==> src/rtl/dbdma_pkg.sv <==
package dbdma_pkg;
  // status word geometry
  localparam int STAT_W   = 8;
  localparam int ST_RUN   = 0;
  localparam int ST_IE    = 1;
  localparam int ST_ERR   = 2;
  localparam int ST_DONEA = 3;
  localparam int ST_STRTA = 4;
  localparam int ST_DONEB = 5;
  localparam int ST_STRTB = 6;
  localparam int ST_BIU   = 7;
  // bits software may touch through the set/clear aliases
  localparam logic [STAT_W-1:0] SW_MASK = 8'h7F;

  // device word fields
  localparam int DV_DIR   = 0;
  localparam int DV_BE    = 1;
  localparam int DV_BURST = 2;
  localparam int DV_WIDE  = 3;
  localparam int DV_SEL_LO = 4;

  // register offsets
  localparam int OFS_DEV  = 0;
  localparam int OFS_SSET = 4;
  localparam int OFS_SCLR = 8;
  localparam int OFS_SRD  = 12;
  localparam int OFS_SLOT0 = 16;
  localparam int SLOT_STRIDE = 8;
endpackage

==> src/rtl/dbdma_slot.sv <==
module dbdma_slot
  import dbdma_pkg::*;
#(
  parameter int ADDR_W  = 32,
  parameter int CNT_W   = 13,
  parameter int DATA_W  = 32,
  parameter int REG_AW  = 5,
  parameter int BURST_W = 5,
  parameter int SLOT    = 0
) (
  input  logic               clk,
  input  logic               rst,
  input  logic               wr_en,
  input  logic [REG_AW-1:0]  wr_addr,
  input  logic [DATA_W-1:0]  wr_data,
  input  logic               adv,
  input  logic [BURST_W-1:0] adv_bytes,
  output logic [ADDR_W-1:0]  cur_addr,
  output logic [CNT_W-1:0]   cur_cnt
);
  localparam int OFS_ADDR = OFS_SLOT0 + SLOT_STRIDE * SLOT;
  localparam int OFS_CNT  = OFS_ADDR + 4;

  // engine advance has priority over a same-cycle software write
  always_ff @(posedge clk) begin
    if (rst) begin
      cur_addr <= '0;
      cur_cnt  <= '0;
    end else if (adv) begin
      cur_addr <= cur_addr + ADDR_W'(adv_bytes);
      cur_cnt  <= cur_cnt - CNT_W'(adv_bytes);
    end else if (wr_en) begin
      if (wr_addr == REG_AW'(OFS_ADDR)) cur_addr <= wr_data[ADDR_W-1:0];
      if (wr_addr == REG_AW'(OFS_CNT))  cur_cnt  <= wr_data[CNT_W-1:0];
    end
  end
endmodule

==> src/rtl/dbdma_status.sv <==
module dbdma_status
  import dbdma_pkg::*;
(
  input  logic              clk,
  input  logic              rst,
  input  logic              set_we,
  input  logic              clr_we,
  input  logic [STAT_W-1:0] wmask,
  input  logic              err_evt,
  input  logic              fin_evt,
  output logic [STAT_W-1:0] stat_q,
  output logic              irq
);
  logic [STAT_W-1:0] stat_d;

  // software first, then engine events on top so they win
  always_comb begin
    stat_d = stat_q;
    if (set_we) stat_d = stat_d | (wmask & SW_MASK);
    if (clr_we) stat_d = stat_d & ~(wmask & SW_MASK);
    if (err_evt) begin
      stat_d[ST_ERR] = 1'b1;
      stat_d[ST_RUN] = 1'b0;
    end
    if (fin_evt) begin
      if (stat_q[ST_BIU]) begin
        stat_d[ST_DONEB] = 1'b1;
        stat_d[ST_STRTB] = 1'b0;
      end else begin
        stat_d[ST_DONEA] = 1'b1;
        stat_d[ST_STRTA] = 1'b0;
      end
      stat_d[ST_BIU] = ~stat_q[ST_BIU];
    end
  end

  always_ff @(posedge clk) begin
    if (rst) begin
      stat_q <= '0;
      irq    <= 1'b0;
    end else begin
      stat_q <= stat_d;
      irq    <= stat_d[ST_IE] & (stat_d[ST_ERR] | stat_d[ST_DONEA] | stat_d[ST_DONEB]);
    end
  end
endmodule

==> src/rtl/dbdma_burst.sv <==
module dbdma_burst #(
  parameter int ADDR_W  = 32,
  parameter int CNT_W   = 13,
  parameter int BURST_W = 5
) (
  input  logic               clk,
  input  logic               rst,
  input  logic               go,
  input  logic [ADDR_W-1:0]  cur_addr,
  input  logic [CNT_W-1:0]   cur_cnt,
  input  logic [BURST_W-1:0] burst_bytes,
  input  logic               per_req,
  input  logic               mem_ack,
  output logic               mem_req,
  output logic [ADDR_W-1:0]  mem_addr,
  output logic [BURST_W-1:0] mem_bytes,
  output logic               per_ack,
  output logic               err_evt,
  output logic               adv_evt,
  output logic               fin_evt
);
  logic               bad;
  logic               launch;
  logic [BURST_W-1:0] take;

  assign bad     = (cur_addr[1:0] != 2'b00) || (cur_cnt == '0);
  assign take    = (cur_cnt < CNT_W'(burst_bytes)) ? cur_cnt[BURST_W-1:0] : burst_bytes;
  assign err_evt = !mem_req && go && bad;
  assign launch  = !mem_req && go && !bad && per_req;
  assign adv_evt = mem_req && mem_ack;
  assign fin_evt = adv_evt && (cur_cnt == CNT_W'(mem_bytes));

  always_ff @(posedge clk) begin
    if (rst) begin
      mem_req   <= 1'b0;
      mem_addr  <= '0;
      mem_bytes <= '0;
      per_ack   <= 1'b0;
    end else begin
      per_ack <= adv_evt;
      if (launch) begin
        mem_req   <= 1'b1;
        mem_addr  <= cur_addr;
        mem_bytes <= take;
      end else if (adv_evt) begin
        mem_req <= 1'b0;
      end
    end
  end
endmodule

==> src/rtl/dbdma_chan.sv <==
module dbdma_chan
  import dbdma_pkg::*;
#(
  parameter int ADDR_W  = 32,
  parameter int DATA_W  = 32,
  parameter int CNT_W   = 13,
  parameter int REG_AW  = 5,
  parameter int BURST_W = 5
) (
  input  logic               clk,
  input  logic               rst,
  input  logic               reg_wr,
  input  logic               reg_rd,
  input  logic [REG_AW-1:0]  reg_addr,
  input  logic [DATA_W-1:0]  reg_wdata,
  output logic [DATA_W-1:0]  reg_rdata,
  output logic               irq,
  output logic               mem_req,
  output logic [ADDR_W-1:0]  mem_addr,
  output logic [BURST_W-1:0] mem_bytes,
  output logic               mem_wr,
  output logic               mem_wide,
  output logic               mem_big_endian,
  input  logic               mem_ack,
  input  logic               per_req,
  output logic               per_ack,
  output logic [3:0]         per_sel,
  output logic [ADDR_W-1:0]  per_addr
);
  localparam int NSLOT = 2;

  logic [STAT_W-1:0]  stat_q;
  logic [DATA_W-1:0]  dev_q;
  logic [ADDR_W-1:0]  slot_addr [NSLOT];
  logic [CNT_W-1:0]   slot_cnt  [NSLOT];
  logic               biu;
  logic               go;
  logic               err_evt, adv_evt, fin_evt;
  logic [BURST_W-1:0] units, burst_bytes;
  logic [DATA_W-1:0]  rd_mux;

  assign biu = stat_q[ST_BIU];
  assign go  = stat_q[ST_RUN] && (biu ? stat_q[ST_STRTB] : stat_q[ST_STRTA]);

  dbdma_status u_status (
    .clk     (clk),
    .rst     (rst),
    .set_we  (reg_wr && reg_addr == REG_AW'(OFS_SSET)),
    .clr_we  (reg_wr && reg_addr == REG_AW'(OFS_SCLR)),
    .wmask   (reg_wdata[STAT_W-1:0]),
    .err_evt (err_evt),
    .fin_evt (fin_evt),
    .stat_q  (stat_q),
    .irq     (irq)
  );

  for (genvar g = 0; g < NSLOT; g++) begin : g_slot
    dbdma_slot #(
      .ADDR_W(ADDR_W), .CNT_W(CNT_W), .DATA_W(DATA_W),
      .REG_AW(REG_AW), .BURST_W(BURST_W), .SLOT(g)
    ) u_slot (
      .clk       (clk),
      .rst       (rst),
      .wr_en     (reg_wr),
      .wr_addr   (reg_addr),
      .wr_data   (reg_wdata),
      .adv       (adv_evt && (biu == g[0])),
      .adv_bytes (mem_bytes),
      .cur_addr  (slot_addr[g]),
      .cur_cnt   (slot_cnt[g])
    );
  end

  // device register: locked while the channel runs
  always_ff @(posedge clk) begin
    if (rst) dev_q <= '0;
    else if (reg_wr && reg_addr == REG_AW'(OFS_DEV) && !stat_q[ST_RUN]) dev_q <= reg_wdata;
  end

  assign units       = dev_q[DV_BURST] ? BURST_W'(8) : BURST_W'(4);
  assign burst_bytes = dev_q[DV_WIDE] ? (units << 1) : units;

  dbdma_burst #(.ADDR_W(ADDR_W), .CNT_W(CNT_W), .BURST_W(BURST_W)) u_burst (
    .clk         (clk),
    .rst         (rst),
    .go          (go),
    .cur_addr    (slot_addr[biu]),
    .cur_cnt     (slot_cnt[biu]),
    .burst_bytes (burst_bytes),
    .per_req     (per_req),
    .mem_ack     (mem_ack),
    .mem_req     (mem_req),
    .mem_addr    (mem_addr),
    .mem_bytes   (mem_bytes),
    .per_ack     (per_ack),
    .err_evt     (err_evt),
    .adv_evt     (adv_evt),
    .fin_evt     (fin_evt)
  );

  always_comb begin
    rd_mux = '0;
    case (reg_addr)
      REG_AW'(OFS_DEV):                  rd_mux = dev_q;
      REG_AW'(OFS_SRD):                  rd_mux = DATA_W'(stat_q);
      REG_AW'(OFS_SLOT0):                rd_mux = DATA_W'(slot_addr[0]);
      REG_AW'(OFS_SLOT0 + 4):            rd_mux = DATA_W'(slot_cnt[0]);
      REG_AW'(OFS_SLOT0 + SLOT_STRIDE):     rd_mux = DATA_W'(slot_addr[1]);
      REG_AW'(OFS_SLOT0 + SLOT_STRIDE + 4): rd_mux = DATA_W'(slot_cnt[1]);
      default:                           rd_mux = '0;
    endcase
  end

  always_ff @(posedge clk) begin
    if (rst) reg_rdata <= '0;
    else if (reg_rd) reg_rdata <= rd_mux;
  end

  assign mem_wr         = dev_q[DV_DIR];
  assign mem_big_endian = dev_q[DV_BE];
  assign mem_wide       = dev_q[DV_WIDE];
  assign per_sel        = dev_q[DV_SEL_LO+3:DV_SEL_LO];
  assign per_addr       = {dev_q[31:28], 6'b0, dev_q[27:8], 2'b00};
endmodule

==> config.mk <==
export PLATFORM = sky130hd
export DESIGN_NAME = dbdma_chan
export DESIGN_NICKNAME = d
export VERILOG_FILES = /design/src/rtl/dbdma_pkg.sv /design/src/rtl/dbdma_slot.sv /design/src/rtl/dbdma_status.sv /design/src/rtl/dbdma_burst.sv /design/src/rtl/dbdma_chan.sv
export SDC_FILE = /design/constraint.sdc
export NUM_CORES = 1
export LEC_CHECK = 0
export ABC_AREA = 0
export BUFFER_PORTS_ARGS = -buffer_cell sky130_fd_sc_hd__buf_2
export CAP_MARGIN = 40
export CORE_MARGIN = 2
export CORE_UTILIZATION = 38
export CTS_BUF_LIST = sky130_fd_sc_hd__clkbuf_16
export CTS_CLUSTER_DIAMETER = 150
export DETAILED_ROUTE_END_ITERATION = 10
export PLACE_DENSITY = 0.62
export REMOVE_ABC_BUFFERS = 1
export SLEW_MARGIN = 10
export SYNTH_ARGS = -nofsm -noshare
export SYNTH_HDL_FRONTEND = slang
export SYNTH_SLANG_ARGS = --single-unit
==> constraint.sdc <==
create_clock -name clk -period 4.7 [get_ports clk]
set_clock_uncertainty 0.1 [all_clocks]
set_input_delay 0.47 -clock clk [delete_from_list [all_inputs] [get_ports clk]]
set_output_delay 0.47 -clock clk [all_outputs]
set_load 0.02 [all_outputs]
Word level (Yosys, flattened, before mapping):

Index checks and enable logic that the tools add are counted.

* add/subtract/negate cells: 4
* $lt $le $gt $ge: 2
* equality and inequality tests: 8
* mux-type cells: 31
* bitwise gates (word level): 8
* reductions and logical operators: 32

Operator list (count)
* two-way mux 32 bit: 9
* one-hot mux 32 bit (6 select lines): 1
* two-way mux 13 bit: 9
* adder 32 x 5 -> 32 bit: 2
* subtractor 13 x 5 -> 13 bit: 2
* equality test 5 bit (second input constant): 4
* two-way mux 8 bit: 2
* nonzero test 2 bit: 8
* two-way mux 5 bit: 3
* equality test 13 x 5 -> 1 bit: 1
* logical AND 1 bit: 13
* logical NOT 13 bit: 1
* < comparator 13 x 5 -> 1 bit: 1
* equality test 5 x 4 -> 1 bit (second input constant): 2
* bitwise AND 8 bit: 1
* inverter 7 -> 8 bit: 1
* OR 8 x 7 -> 8 bit: 1
* AND reduction 2 bit: 4
* equality test 5 x 3 -> 1 bit (second input constant): 1
* logical NOT 5 bit: 1
* two-way mux 1 bit: 4
* two-way mux 2 bit: 2
* two-way mux 4 bit: 1
* logical NOT 1 bit: 3
* other kinds (7): 8

* bits in registers: 202
* bits of input ports: 43

Longest topological paths before layout:

Gate-level depths: netlist of the first run.

* depth after elaboration: 11
* gate-level depth with buffers: 10

Modules after synthesis:

From an unflattened synthesis of the first run, not the netlist that was laid out.

* cells, all modules: 1448
* area total of the unflattened synthesis: 12054.1 um2

Modules (own cells, without submodules)
* dbdma_chan: instances 1, cells an instance 479, area each 4132.7 um2, seq. area each 1281.2 um2
* dbdma_slot at g_slot[0].u_slot: instances 1, cells an instance 369, area each 2961.6 um2, seq. area each 900.9 um2
* dbdma_slot at g_slot[1].u_slot: instances 1, cells an instance 369, area each 2921.6 um2, seq. area each 900.9 um2
* dbdma_burst: instances 1, cells an instance 195, area each 1682.9 um2, seq. area each 780.7 um2
* dbdma_status: instances 1, cells an instance 36, area each 355.3 um2, seq. area each 180.2 um2

Least setup slack after synthesis of the first run:

No wires, ideal clock.

* kind: register to register
* start: reg u_burst.mem_bytes[1]
* end: reg g_slot[0].u_slot.cur_addr[21]
* setup time: 0.074 ns
* arrival: 2.353 ns
* required time: 4.526 ns
* path slack: 2.173 ns
* stages on the path, launching flop included: 9
* buffers on the path: 1
* cells stage by stage: dfxtp_1 ha_1 a211oi_1 o21ai_0 o211ai_1 clkbuf_1 nor2_1 or3_1 a31oi_1

* word-level cells in the longest chain between the ends: 2

Ends and longest elaborated chain
* from (decl): line dbdma_burst.sv:16 `output logic [BURST_W-1:0] mem_bytes,`
* from (signal assigned): line dbdma_burst.sv:44 `mem_bytes <= take;`
* adder 32 x 5 -> 32 bit: line dbdma_slot.sv:30 `cur_addr <= cur_addr + ADDR_W'(adv_bytes);`
* two-way mux 32 bit: line dbdma_slot.sv:29 `end else if (adv) begin`
* to (signal assigned): line dbdma_slot.sv:30
* to (signal assigned): line dbdma_slot.sv:33 `if (wr_addr == REG_AW'(OFS_ADDR)) cur_addr <= wr_data[ADDR_W-1:0];`
* to (decl): line dbdma_slot.sv:18 `output logic [ADDR_W-1:0] cur_addr,`

No other way between the ends.
A chain may end at the register's enable or synchronous reset.

Worst setup path after layout of the first run:

* start: reg u_status.stat_q[7]
* end: reg g_slot[1].u_slot.cur_addr[20]

* word-level cells in the longest chain between the ends: 3
* elaborated cells between the ends (all ways): 5
* classes of those cells: 1 x mux; 4 x reduce/logical

Ends and longest elaborated chain
* from (decl): line dbdma_status.sv:11 `output logic [STAT_W-1:0] stat_q,`
* from (signal assigned): line dbdma_status.sv:42 `stat_q <= stat_d;`
* logical AND 1 bit *: line dbdma_chan.sv:67 `.adv (adv_evt && (biu == g[0])),`
* nonzero test 2 bit (no line)
* AND reduction 2 bit (no line)
* to (signal assigned): line dbdma_slot.sv:30
* to (signal assigned): line dbdma_slot.sv:33
* to (decl): line dbdma_slot.sv:18

Mark *: on every way between the ends. The rest lies on a longest branch, timed or not.

==> impl_results.md, run 1 <==
* Max Cap Viol at 0
* CP required at about 5 ns
* Total wire length at roughly 37000 um
* Switching power total at between 0.0008 and 0.0009 W
* Part of the power in combinational logic at ~4.7%
* Core footprint at ~29000 um2
* Hold depth at 3
* Cell row count at 62
* Min-Delay Path Class: in2reg
* Global-route wire length before repair at roughly 56000 um
* Setup violators final at 0
* Total Power at around 0.0036 W
* Setup bufs post-CTS at 0
* Worst-path fanout max at 31
* Final core occ at 43.9%
* Fin. max-slew vios at 0
* Drt first pass iters at 9
* CTS H-tree lvls at 1
* Warnings, synthesis at 0
* Hold Buf Count CTS at 0
* Initial Utilization at between 30% and 40%
* R2R depth at 5
* Ratio of cells with drive above 1 in the final layout at between 15 and 20%
* GRT Overall Usage at about a quarter
* Final Hold Violating Endpoints at 0
* Final period util at between 70% and 80%
* Syn avg cell area at 8.26 um2
* WHS at around 0.11 ns
* Worst hold path endpoint: dev_q[18]
* Yosys reg bits at around 200
* Maximum clock rate at between 0.3 and 0.4 GHz
* Critical Path AT at 3.60 ns
* Residual DRC at 0
* R2R Setup Slk at about 1.4 ns
* P_leak at approximately 4.7 nW
* Register area share after synthesis at a little under two fifths
* Remaining antenna violation count after routing at 0
* Via count at about 11000
* Setup crit end kind: flip-flop
* Rel. slew slack at between 40% and 50%
* I/O pin count at about 150
* Resize count post-CTS at 0
* Drt wl/cell at ~20 um
* Area of the mapped netlist at ~11000 um2
* Ant diodes at 0
* Clock Path Buffers at 3
* Largest net degree at the start of global routing at approximately 110
* RSZ-0062 raised after global routing: false
* Power per cell area at roughly 290 nW/um2
* Grt total ovfl at 0
* WS Path Type: reg2reg
* Switching Share at 24.3%
* Seq pwr share at 47.8%
* Syn-to-layout area delta at 14.5%
* Synth area leaders: dfxtp_1 (37%), nor2_1 (6.2%), a21oi_1 (5.3%)
* CTS tree: yes
* RR Startpoint: u_status.stat_q[7]
* Number of buffers added on ports at between 100 and 150
* Dpl ws at around 1.5 ns
* Initial antenna violation count at 1
* Post-synthesis instance total at 1326
* Fin nets at roughly 1500
* Synth area leader: dfxtp_1
* Routability Congestion at between 0.9 and 1
* TritonCTS Buffers at 24
* Cell variety after synth at 75
* Top cell type's share of synthesized area at 36.9%
* CTS sink count at just over 200
* Worst R2R End: g_slot[1].u_slot.cur_addr[20]
* HPWL Detailed at between 20000 and 30000 um
* Die X at 174 um
* Hold_sp: reg_wdata[18]
* Commonest non-fill, non-tap cell in the layout: dfxtp_1
* Vias in the first global route at between 10000 and 15000
* Max VDD drop at about 0.0002 V
* Worst-path clk slew at approximately 0.06 ns
* Initial DRC Count at approximately 1000
* DIE AREA at a little over 30000 um2
* CTS Root Cell: clkbuf_16
* Clock power frac at between 40% and 50%
* Worst-margin pin slew at approximately 0.85 ns
* Internal power at around 0.0027 W
* Post-synth ARST share at 0%
* Final WS setup at 1.41 ns
* Type of origin of the critical path: flip-flop
* Status: finished, final reports clean
* Top FF cell, synth: dfxtp_1
* Most frequent cells in the layout: dfxtp_1 (201), nor2_1 (178), buf_2 (144)
* Die Height at ~170 um
* Clock period minus worst slack at 3.29 ns
* Number of synthesized flops with an enable pin at 0
* Vias per cell at between 5 and 6
* Worst skew pair latency at between 0.5 and 0.6 ns
[kinds of logic (layout without fill, tap and decap cells)]
family	Yosys count	in the layout	share of synthesized area (%)
muxes	64	64	6.00
DFF	202	202	36.9
xor gates and xnor gates	15	15	1.20
other	1	8	0.0342
adders and majority gates	28	28	3.47
buffers and inverters	156	242	7.13
AOI/OAI and AO/OA	373	373	23.5
and+or+nand+nor	487	487	21.7
[per-layer routing]
metal	up-vias	global-route usage (%)	wire length, um
met5	-	0	13
met4	2	6.48	984
met3	85	3.88	2760
met2	464	38.9	17000
met1	5066	31.2	15700
li1	5030	-	-
[worst max-delay path by stage]
stage | from | to | slack [ns] | cells after the start
floorplan | u_status.stat_q[7] | u_burst.mem_bytes[1] | -0.21 | 6
global placement | u_status.stat_q[7] | g_slot[1].u_slot.cur_addr[22] | 1.55 | 5
detailed placement | u_status.stat_q[7] | g_slot[1].u_slot.cur_addr[20] | 1.51 | 5
CTS | u_status.stat_q[7] | g_slot[1].u_slot.cur_addr[20] | 1.52 | 5
global route | u_status.stat_q[7] | g_slot[1].u_slot.cur_addr[20] | 1.19 | 5
finish | u_status.stat_q[7] | g_slot[1].u_slot.cur_addr[20] | 1.41 | 5
[power by group through the flow]
stage | sequential, W | combinational, W | clock (W)
2_1_floorplan | 0.00177 | 0.0000621 | 0
3_3_place_gp | 0.00177 | 0.000166 | 0
3_5_place_dp | 0.00177 | 0.000169 | 0
4_1_cts | 0.00174 | 0.000170 | 0.00176
5_1_grt | 0.00174 | 0.000184 | 0.00183
6_report | 0.00174 | 0.000172 | 0.00172
[cells in the mapped netlist, types with 4 or more instances]
cell	number
a222oi_1	25
nor3_1	30
and3_2	5
nand2_1	114
a21oi_1	117
mux2_2	13
o311ai_0	4
nor2_1	180
buf_4	41
buf_2	18
a31oi_1	25
nor4_1	19
nor2b_1	4
nand3_1	34
o21ai_0	21
a2111oi_0	12
a2bb2oi_1	5
xnor2_1	12
a21o_1	9
o211a_1	4
o211ai_1	6
or4_1	5
fa_1	4
inv_1	26
mux2i_1	51
and2_1	6
and3_1	19
nand2b_1	9
ha_1	24
clkbuf_1	65
nand4_1	10
or3_1	13
and4_1	7
a22oi_1	32
o21a_1	5
dfxtp_1	202
nor3b_1	8
a311oi_1	18
a211oi_1	64
o21bai_1	7
[registers in the layout, indices dropped and copies added, names as in the netlist, named ones only]
signal	cells
g_slot.u_slot.cur_addr	64
dev_q	32
reg_rdata	32
u_burst.mem_addr	32
g_slot.u_slot.cur_cnt	26
u_status.stat_q	7
u_burst.mem_bytes	5
u_burst.mem_req	1
u_burst.per_ack	1
u_status.irq	1
[worst max-delay path: stages (launching register included)]
cell       delay (ns)
dfxtp_2          0.88
and3_1           0.84
nand3_1          0.49
nor2_2           0.36
a311oi_1         0.13
a2111oi_0        0.36
[metrics by stage]
stage / instances / setup TNS [ns] / instance area (um2)
2_1_floorplan: 1203 / -5.14 / 10300
3_3_place_gp: 1750 / 0 / 11700
3_5_place_dp: 1759 / 0 / 11800
4_1_cts: 1803 / 0 / 12500
5_1_grt: 1803 / 0 / 12500
6_report: 1803 / 0 / 12500
[cell type report]
class | instances | area (um2)
Clock inverter | 20 | 119
Tap cell | 384 | 480
Multi-Input combinational cell | 975 | 6190
Clock buffer | 24 | 601
Inverter | 26 | 97.6
Fill cell | 2956 | 16000
Sequential cell | 202 | 4050
Timing Repair Buffer | 172 | 1010
(Power assumes the default switching activity.)
==> inputs of run 2 (changes only) <==
clock period = 3.1 ns   (was 4.7 ns; I/O delays follow)
==> impl_results.md, run 2 (synthesis gave the netlist of run 1 again) <==
* Final std cells w/o fill at 1833 (was 1803)
* Grt total ovfl at 0 (unchanged)
* Vias per cell at 5.86 (was 5.91)
* Initial Utilization at 38.4% (unchanged)
* Max Cap Viol at 0 (unchanged)
* Part of the power in combinational logic at 5.3% (was 4.7%)
* Fillers at 2880 (was 2956)
* P_leak at 4.79 nW (was 4.65 nW)
* Final WS setup at 0.231 ns (was 1.41 ns)
* Commonest non-fill, non-tap cell in the layout: dfxtp_1 (unchanged)
* Maximum clock rate at 0.349 GHz (was 0.304 GHz)
* Clock period minus worst slack at 2.87 ns (was 3.29 ns)
* Fin. max-slew vios at 0 (unchanged)
* Final Hold Violating Endpoints at 0 (unchanged)
* CTS sink count at 202 (unchanged)
* Drt wl/cell at 20.4 um (was 20.2 um)
* Placed Area at 11900 um2 (was 11800 um2)
* Status: finished, final reports clean (unchanged)
* RSZ-0062 raised after global routing: false (unchanged)
* CTS Root Cell: clkbuf_16 (unchanged)
* Residual DRC at 0 (unchanged)
* CP required at 3.46 ns (was 5.01 ns)
* Total wire length at 37400 um (was 36500 um)
* Core footprint at 28500 um2 (unchanged)
* Flip-flop and latch area at 4050 um2 (unchanged)
* CTS tree: yes (unchanged)
* Most frequent cells in the layout: dfxtp_1 (201), nor2_1 (178), buf_2 (144) (unchanged)
* R2R depth at 8 (was 5)
* Critical Path AT at 3.23 ns (was 3.60 ns)
* Global-route wire length before repair at 57800 um (was 56400 um)
* Final core occ at 44.7% (was 43.9%)
* Type of origin of the critical path: flip-flop (unchanged)
* Rel. slew slack at 43.7% (was 43.2%)
* Setup violators final at 0 (unchanged)
* Largest net degree at the start of global routing at 65 (was 105)
* Number of buffers added on ports at 145 (unchanged)
* Switching Share at 24.4% (was 24.3%)
* Dpl ws at 0.278 ns (was 1.51 ns)
* Setup crit end kind: flip-flop (unchanged)
* DIE AREA at 30200 um2 (unchanged)
* Routability Congestion at 0.911 (was 0.902)
* HPWL Detailed at 26400 um (was 25800 um)
* Max reg flops at 64 (unchanged)
* Placed Cells incl. Taps at 1775 (was 1759)
* WS Path Type: reg2reg (unchanged)
* Resize count post-CTS at 0 (unchanged)
* CTS H-tree lvls at 1 (unchanged)
* Drt first pass iters at 5 (was 9)
* Final period util at 92.6% (was 70.0%)
* Worst skew pair latency at 0.52 ns (was 0.54 ns)
* Internal power at 0.00413 W (was 0.00275 W)
* GRT Overall Usage at 23.9% (was 23.3%)
* Max VDD drop at 0.000358 V (was 0.000200 V)
* Cell row count at 62 (unchanged)
* Power per cell area at 428 nW/um2 (was 290 nW/um2)
* Via count at 10700 (was 10600)
* Final instance area at 12800 um2 (was 12500 um2)
* Worst-path fanout max at 11 (was 31)
* Initial antenna violation count at 0 (was 1)
* Most flops, register: g_slot.u_slot.cur_addr (unchanged)
* Worst-path clk slew at 0.06 ns (about the same)
* Switching power total at 0.00133 W (was 0.000883 W)
* Seq pwr share at 48.1% (was 47.8%)
* Vias in the first global route at 10100 (was 10000)
* Clock Path Buffers at 3 (unchanged)
* Die Height at 174 um (unchanged)
* Syn-to-layout area delta at 16.6% (was 14.5%)
* Hold depth at 3 (unchanged)
* TritonCTS Buffers at 23 (was 24)
* I/O pin count at 154 (unchanged)
* Ratio of cells with drive above 1 in the final layout at 18.0% (was 17.3%)
* Fin nets at 1505 (was 1472)
* Area occupied by multi-input gates at 6180 um2 (was 6190 um2)
* Die X at 174 um (unchanged)
* Ant diodes at 0 (unchanged)
* Clock power frac at 46.6% (was 47.5%)
* Remaining antenna violation count after routing at 0 (unchanged)
* Min-Delay Path Class: in2reg (unchanged)
* Total Power at 0.00547 W (was 0.00363 W)
* Worst-margin pin slew at 0.841 ns (was 0.852 ns)
* Initial DRC Count at 1088 (was 1005)
-- run 2: changes by cell type in the layout (fill, tap and decap cells not counted), sizes merged --
| cell | delta |
|---|---|
| clkinv | -6 |
| clkbuf | -1 |
| dlygate4sd3 | +18 |
| buf | +16 |
| inv | +3 |
-- run 2: final timing paths --
path	from	end	slack [ns]
worst max-delay path	u_burst.mem_bytes[0]	g_slot[0].u_slot.cur_addr[30]	0.23
worst min-delay path	reg_wdata[13]	dev_q[13]	0.02
worst max register to register	u_burst.mem_bytes[0]	g_slot[0].u_slot.cur_addr[30]	0.23
worst min register to register	u_burst.mem_addr[0]	u_burst.mem_addr[0]	0.37
-- run 2: cell type report --
type / count / share of cell area, %
clock buffer: 23 / 4.51
clock inverter: 17 / 0.852
inverter: 26 / 0.764
multi-input combinational: 975 / 48.4
sequential: 202 / 31.7
tap: 384 / 3.76
timing repair buffer: 206 / 10.1
-- run 2: metrics by stage --
stage	hold slack, ns	setup TNS, ns
6_report	0.0204	0
5_1_grt	0.0191	0
4_1_cts	0.00572	0
3_5_place_dp	0.363	0
3_3_place_gp	0.359	0
2_1_floorplan	0.279	-93.38
-- run 2: critical path, cell delays in order, from the launching register on --
cell and delay [ns]:
dfxtp_1 0.39, ha_1 0.28, fa_1 0.43, a211o_1 0.33
a21oi_1 0.36, nor2_1 0.31, nand2_1 0.13, mux2_2 0.33
a21oi_1 0.13
-- run 2: what timing repair did --
item,4_1_cts,5_1_grt
setup buffers,0,0
hold buffers,18,0
endpoints found under the hold margin,28,0
-- run 2: metal layers --
metal,up-vias,share of wire [%],global-route usage [%]
met5,-,0,0
met4,0,2.5,6.34
met3,63,7.5,3.82
met2,433,46,39.3
met1,5147,44,32.7
li1,5092,-,-
-- run 2: power groups by stage --
stage / registers (W) / logic (W) / clock network (W)
final: 0.00263 / 0.000288 / 0.00255
after global routing: 0.00263 / 0.000308 / 0.00269
after CTS: 0.00263 / 0.000285 / 0.00258
after detailed placement: 0.00269 / 0.000267 / 0
after global placement: 0.00269 / 0.000265 / 0
after floorplan: 0.00268 / 0.0000942 / 0
==> inputs of run 3 (changes only) <==
ABC_CLOCK_PERIOD_IN_PS = 3100   (was unset)
PLACE_DENSITY = unset   (was 0.62)
SYNTH_HIERARCHICAL = 1   (was unset)
==> impl_results.md, run 3 <==
* Status: finished, final reports clean (unchanged)
* Final Hold Violating Endpoints at 0 (unchanged)
* Global-route wire length before repair at 64600 um (was 57800 um)
* RSZ-0062 raised after global routing: false (unchanged)
* Cell variety after synth at 97 (was 75)
* Post-synthesis instance total at 1448 (was 1326)
* Final period util at 87.2% (was 92.6%)
* Via count at 11700 (was 10700)
* HPWL Detailed at 29300 um (was 26400 um)
* WS Path Type: in2reg (was reg2reg)
* Critical Path AT at 3.01 ns (was 3.23 ns)
* Worst R2R End: g_slot[1].u_slot/cur_addr[14] (was g_slot[0].u_slot.cur_addr[30])
* Worst skew pair latency at 0.55 ns (was 0.52 ns)
* I/O pin count at 154 (unchanged)
* Rel. slew slack at 40.0% (was 43.7%)
* Total wire length at 41600 um (was 37400 um)
* Hold Buf Count CTS at 24 (was 18)
* CP required at 3.41 ns (was 3.46 ns)
* Ant diodes at 0 (unchanged)
* Resize count post-CTS at 0 (unchanged)
* Total Power at 0.00560 W (was 0.00547 W)
* Number of synthesized flops with an enable pin at 0 (unchanged)
* Remaining antenna violation count after routing at 0 (unchanged)
* CTS tree: yes (unchanged)
* R2R depth at 7 (was 8)
* Worst-margin pin slew at 0.899 ns (was 0.841 ns)
* Warnings, synthesis at 6 (was 0)
* Setup bufs post-CTS at 0 (unchanged)
* Vias per cell at 5.84 (was 5.86)
* Worst-path clk slew at 0.06 ns (about the same)
* Core footprint at 31400 um2 (was 28500 um2)
* Setup violators final at 0 (unchanged)
* R2R Setup Slk at 0.41 ns (was 0.23 ns)
* Fillers at 3151 (was 2880)
* CTS Root Cell: clkbuf_16 (unchanged)
* Max reg flops at 64 (unchanged)
* Die X at 182 um (was 174 um)
* Most flops, register: g_slot.u_slot/cur_addr (was g_slot.u_slot.cur_addr)
* Top cell type's share of synthesized area at 33.5% (was 36.9%)
* Synth area leader: dfxtp_1 (unchanged)
* WHS at 0.0147 ns (was 0.0204 ns)
* Grt total ovfl at 0 (unchanged)
* Fin. max-slew vios at 0 (unchanged)
* Routability Congestion at 0.951 (was 0.911)
* Post-synth ARST share at 0% (unchanged)
* Initial Utilization at 38.4% (about the same)
* CTS H-tree lvls at 1 (unchanged)
* Maximum clock rate at 0.370 GHz (was 0.349 GHz)
* Final core occ at 44.7% (about the same)
* Top FF cell, synth: dfxtp_1 (unchanged)
* Power per cell area at 399 nW/um2 (was 428 nW/um2)
* GRT Overall Usage at 24.5% (was 23.9%)
* Post-synth top cells: nand2_1 (218), dfxtp_1 (202), a21oi_1 (126) (was dfxtp_1 (202), nor2_1 (180), a21oi_1 (117))
* Cell row count at 65 (was 62)
* Vias in the first global route at 11000 (was 10100)
* Residual DRC at 0 (unchanged)
* Min-Delay Path Class: in2reg (unchanged)
* Hold depth at 3 (unchanged)
* Synth area leaders: dfxtp_1 (34%), mux2_2 (8.7%), nand2_1 (6.8%) (was dfxtp_1 (37%), nor2_1 (6.2%), a21oi_1 (5.3%))
* Hold_sp: reg_wdata[0] (was reg_wdata[13])
* Largest net degree at the start of global routing at 72 (was 65)
* Worst hold path endpoint: dev_q[0] (was dev_q[13])
* Clock period minus worst slack at 2.70 ns (was 2.87 ns)
* Post-route setup TNS at 0 ns (unchanged)
* Setup crit end kind: flip-flop (unchanged)
* Die Height at 182 um (was 174 um)
* RR Startpoint: u_burst/mem_bytes[0] (was u_burst.mem_bytes[0])
* Syn avg cell area at 8.32 um2 (was 8.26 um2)
* Drt first pass iters at 5 (unchanged)
* Type of origin of the critical path: input port (was flip-flop)
* Drt wl/cell at 20.8 um (was 20.4 um)
* Max Cap Viol at 0 (unchanged)
* Count leader, synth: nand2_1 (was dfxtp_1)
* CTS sink count at 202 (unchanged)
* Initial antenna violation count at 1 (was 0)
* TritonCTS Buffers at 24 (was 23)
* Initial DRC Count at 992 (was 1088)
* Worst-path fanout max at 21 (was 11)
* Placed Area at 13100 um2 (was 11900 um2)
* Clock Path Buffers at 3 (unchanged)
* Final instance area at 14000 um2 (was 12800 um2)
* Syn-to-layout area delta at 16.4% (was 16.6%)
* Fin nets at 1657 (was 1505)
* Most frequent cells in the layout: nand2_1 (218), dfxtp_1 (201), buf_2 (144) (was dfxtp_1 (201), nor2_1 (178), buf_2 (144))
* Yosys reg bits at 202 (unchanged)
* Register area share after synthesis at 33.5% (was 36.9%)
* Max VDD drop at 0.000341 V (was 0.000358 V)
* Ratio of cells with drive above 1 in the final layout at 23.9% (was 18.0%)
* Commonest non-fill, non-tap cell in the layout: nand2_1 (was dfxtp_1)
* Number of buffers added on ports at 145 (unchanged)
* DIE AREA at 33200 um2 (was 30200 um2)
* P_leak at 5.29 nW (was 4.79 nW)
* Area of the mapped netlist at 12100 um2 (was 11000 um2)
[run 3: cell count changes in the layout (fill, tap and decap cells not counted), moves of 13 or more]
| cell | previous run | this run |
|---|---|---|
| o21ai_0 | 21 | 48 |
| inv_1 | 31 | 44 |
| nand2_1 | 114 | 218 |
| mux2_2 | 13 | 93 |
| mux2i_1 | 51 | 33 |
| a211oi_1 | 64 | 45 |
| a222oi_1 | 25 | 0 |
| nor2_1 | 178 | 73 |
[run 3: layer usage]
metal,vias to the layer above,global-route usage (%),part of all wire (%),wire [um]
met4,0,6.68,2.2,935
li1,5587,-,-,-
met3,56,4.63,8.1,3350
met2,449,39.3,45,18700
met1,5612,33.7,45,18700
met5,-,0,0,0
[run 3: per-stage QoR]
stage / cells / worst slack (ns)
after floorplan: 1336 / -0.975
after global placement: 1934 / 0.494
after detailed placement: 1936 / 0.437
after CTS: 2003 / 0.426
after global routing: 2003 / 0.210
final: 2003 / 0.397
[run 3: layout make-up]
cell class                 count  area, um2  share of cell area (%)
sequential                   202       4050                    28.8
tap                          402        503                    3.58
inverter                      37        139                   0.990
clock inverter                19        103                   0.731
multi-input combinational   1097       7230                    51.5
clock buffer                  24        601                    4.28
timing repair buffer         222       1420                    10.1
[run 3: power breakdown]
| part | leakage [nW] | switching [W] | internal (W) |
|---|---|---|---|
| Sequential | 1.63 | 0.0000208 | 0.00261 |
| Combinational | 3.29 | 0.000244 | 0.000125 |
| Clock | 0.369 | 0.00119 | 0.00141 |
[run 3: how the worst max path moves through the flow]
stage,startpoint,end,slack [ns],cells after the start
2_1_floorplan,u_status/stat_q[7],g_slot[0].u_slot/cur_addr[16],-0.98,6
3_3_place_gp,u_status/stat_q[7],u_status/stat_q[4],0.49,6
3_5_place_dp,u_status/stat_q[7],u_status/stat_q[4],0.44,6
4_1_cts,u_status/stat_q[7],u_status/stat_q[4],0.43,6
5_1_grt,u_status/stat_q[7],u_status/stat_q[4],0.21,6
6_report,mem_ack,g_slot[0].u_slot/cur_addr[14],0.40,9
[run 3: worst max-delay path, cell delays in order]
cell           delay (ns)
dlygate4sd3_1        0.52
buf_2                0.12
nand2_1              0.19
inv_1                0.08
nor2b_2              0.25
buf_4                0.28
nor2_2               0.73
a311oi_1             0.07
a2111oi_0            0.44
[run 3: cells by family (layout without fill, tap and decap cells)]
group                      after synthesis  after routing  synth area share [%]
and+or+nand+nor                        515            515                  21.4
AOI/OAI and AO/OA                      400            400                  22.2
muxes                                  126            126                  11.4
adders and majority gates               30             30                  3.36
other                                    1             12                0.0311
DFF                                    202            202                  33.5
buffers and inverters                  160            302                  6.99
xor gates and xnor gates                14             14                  1.02
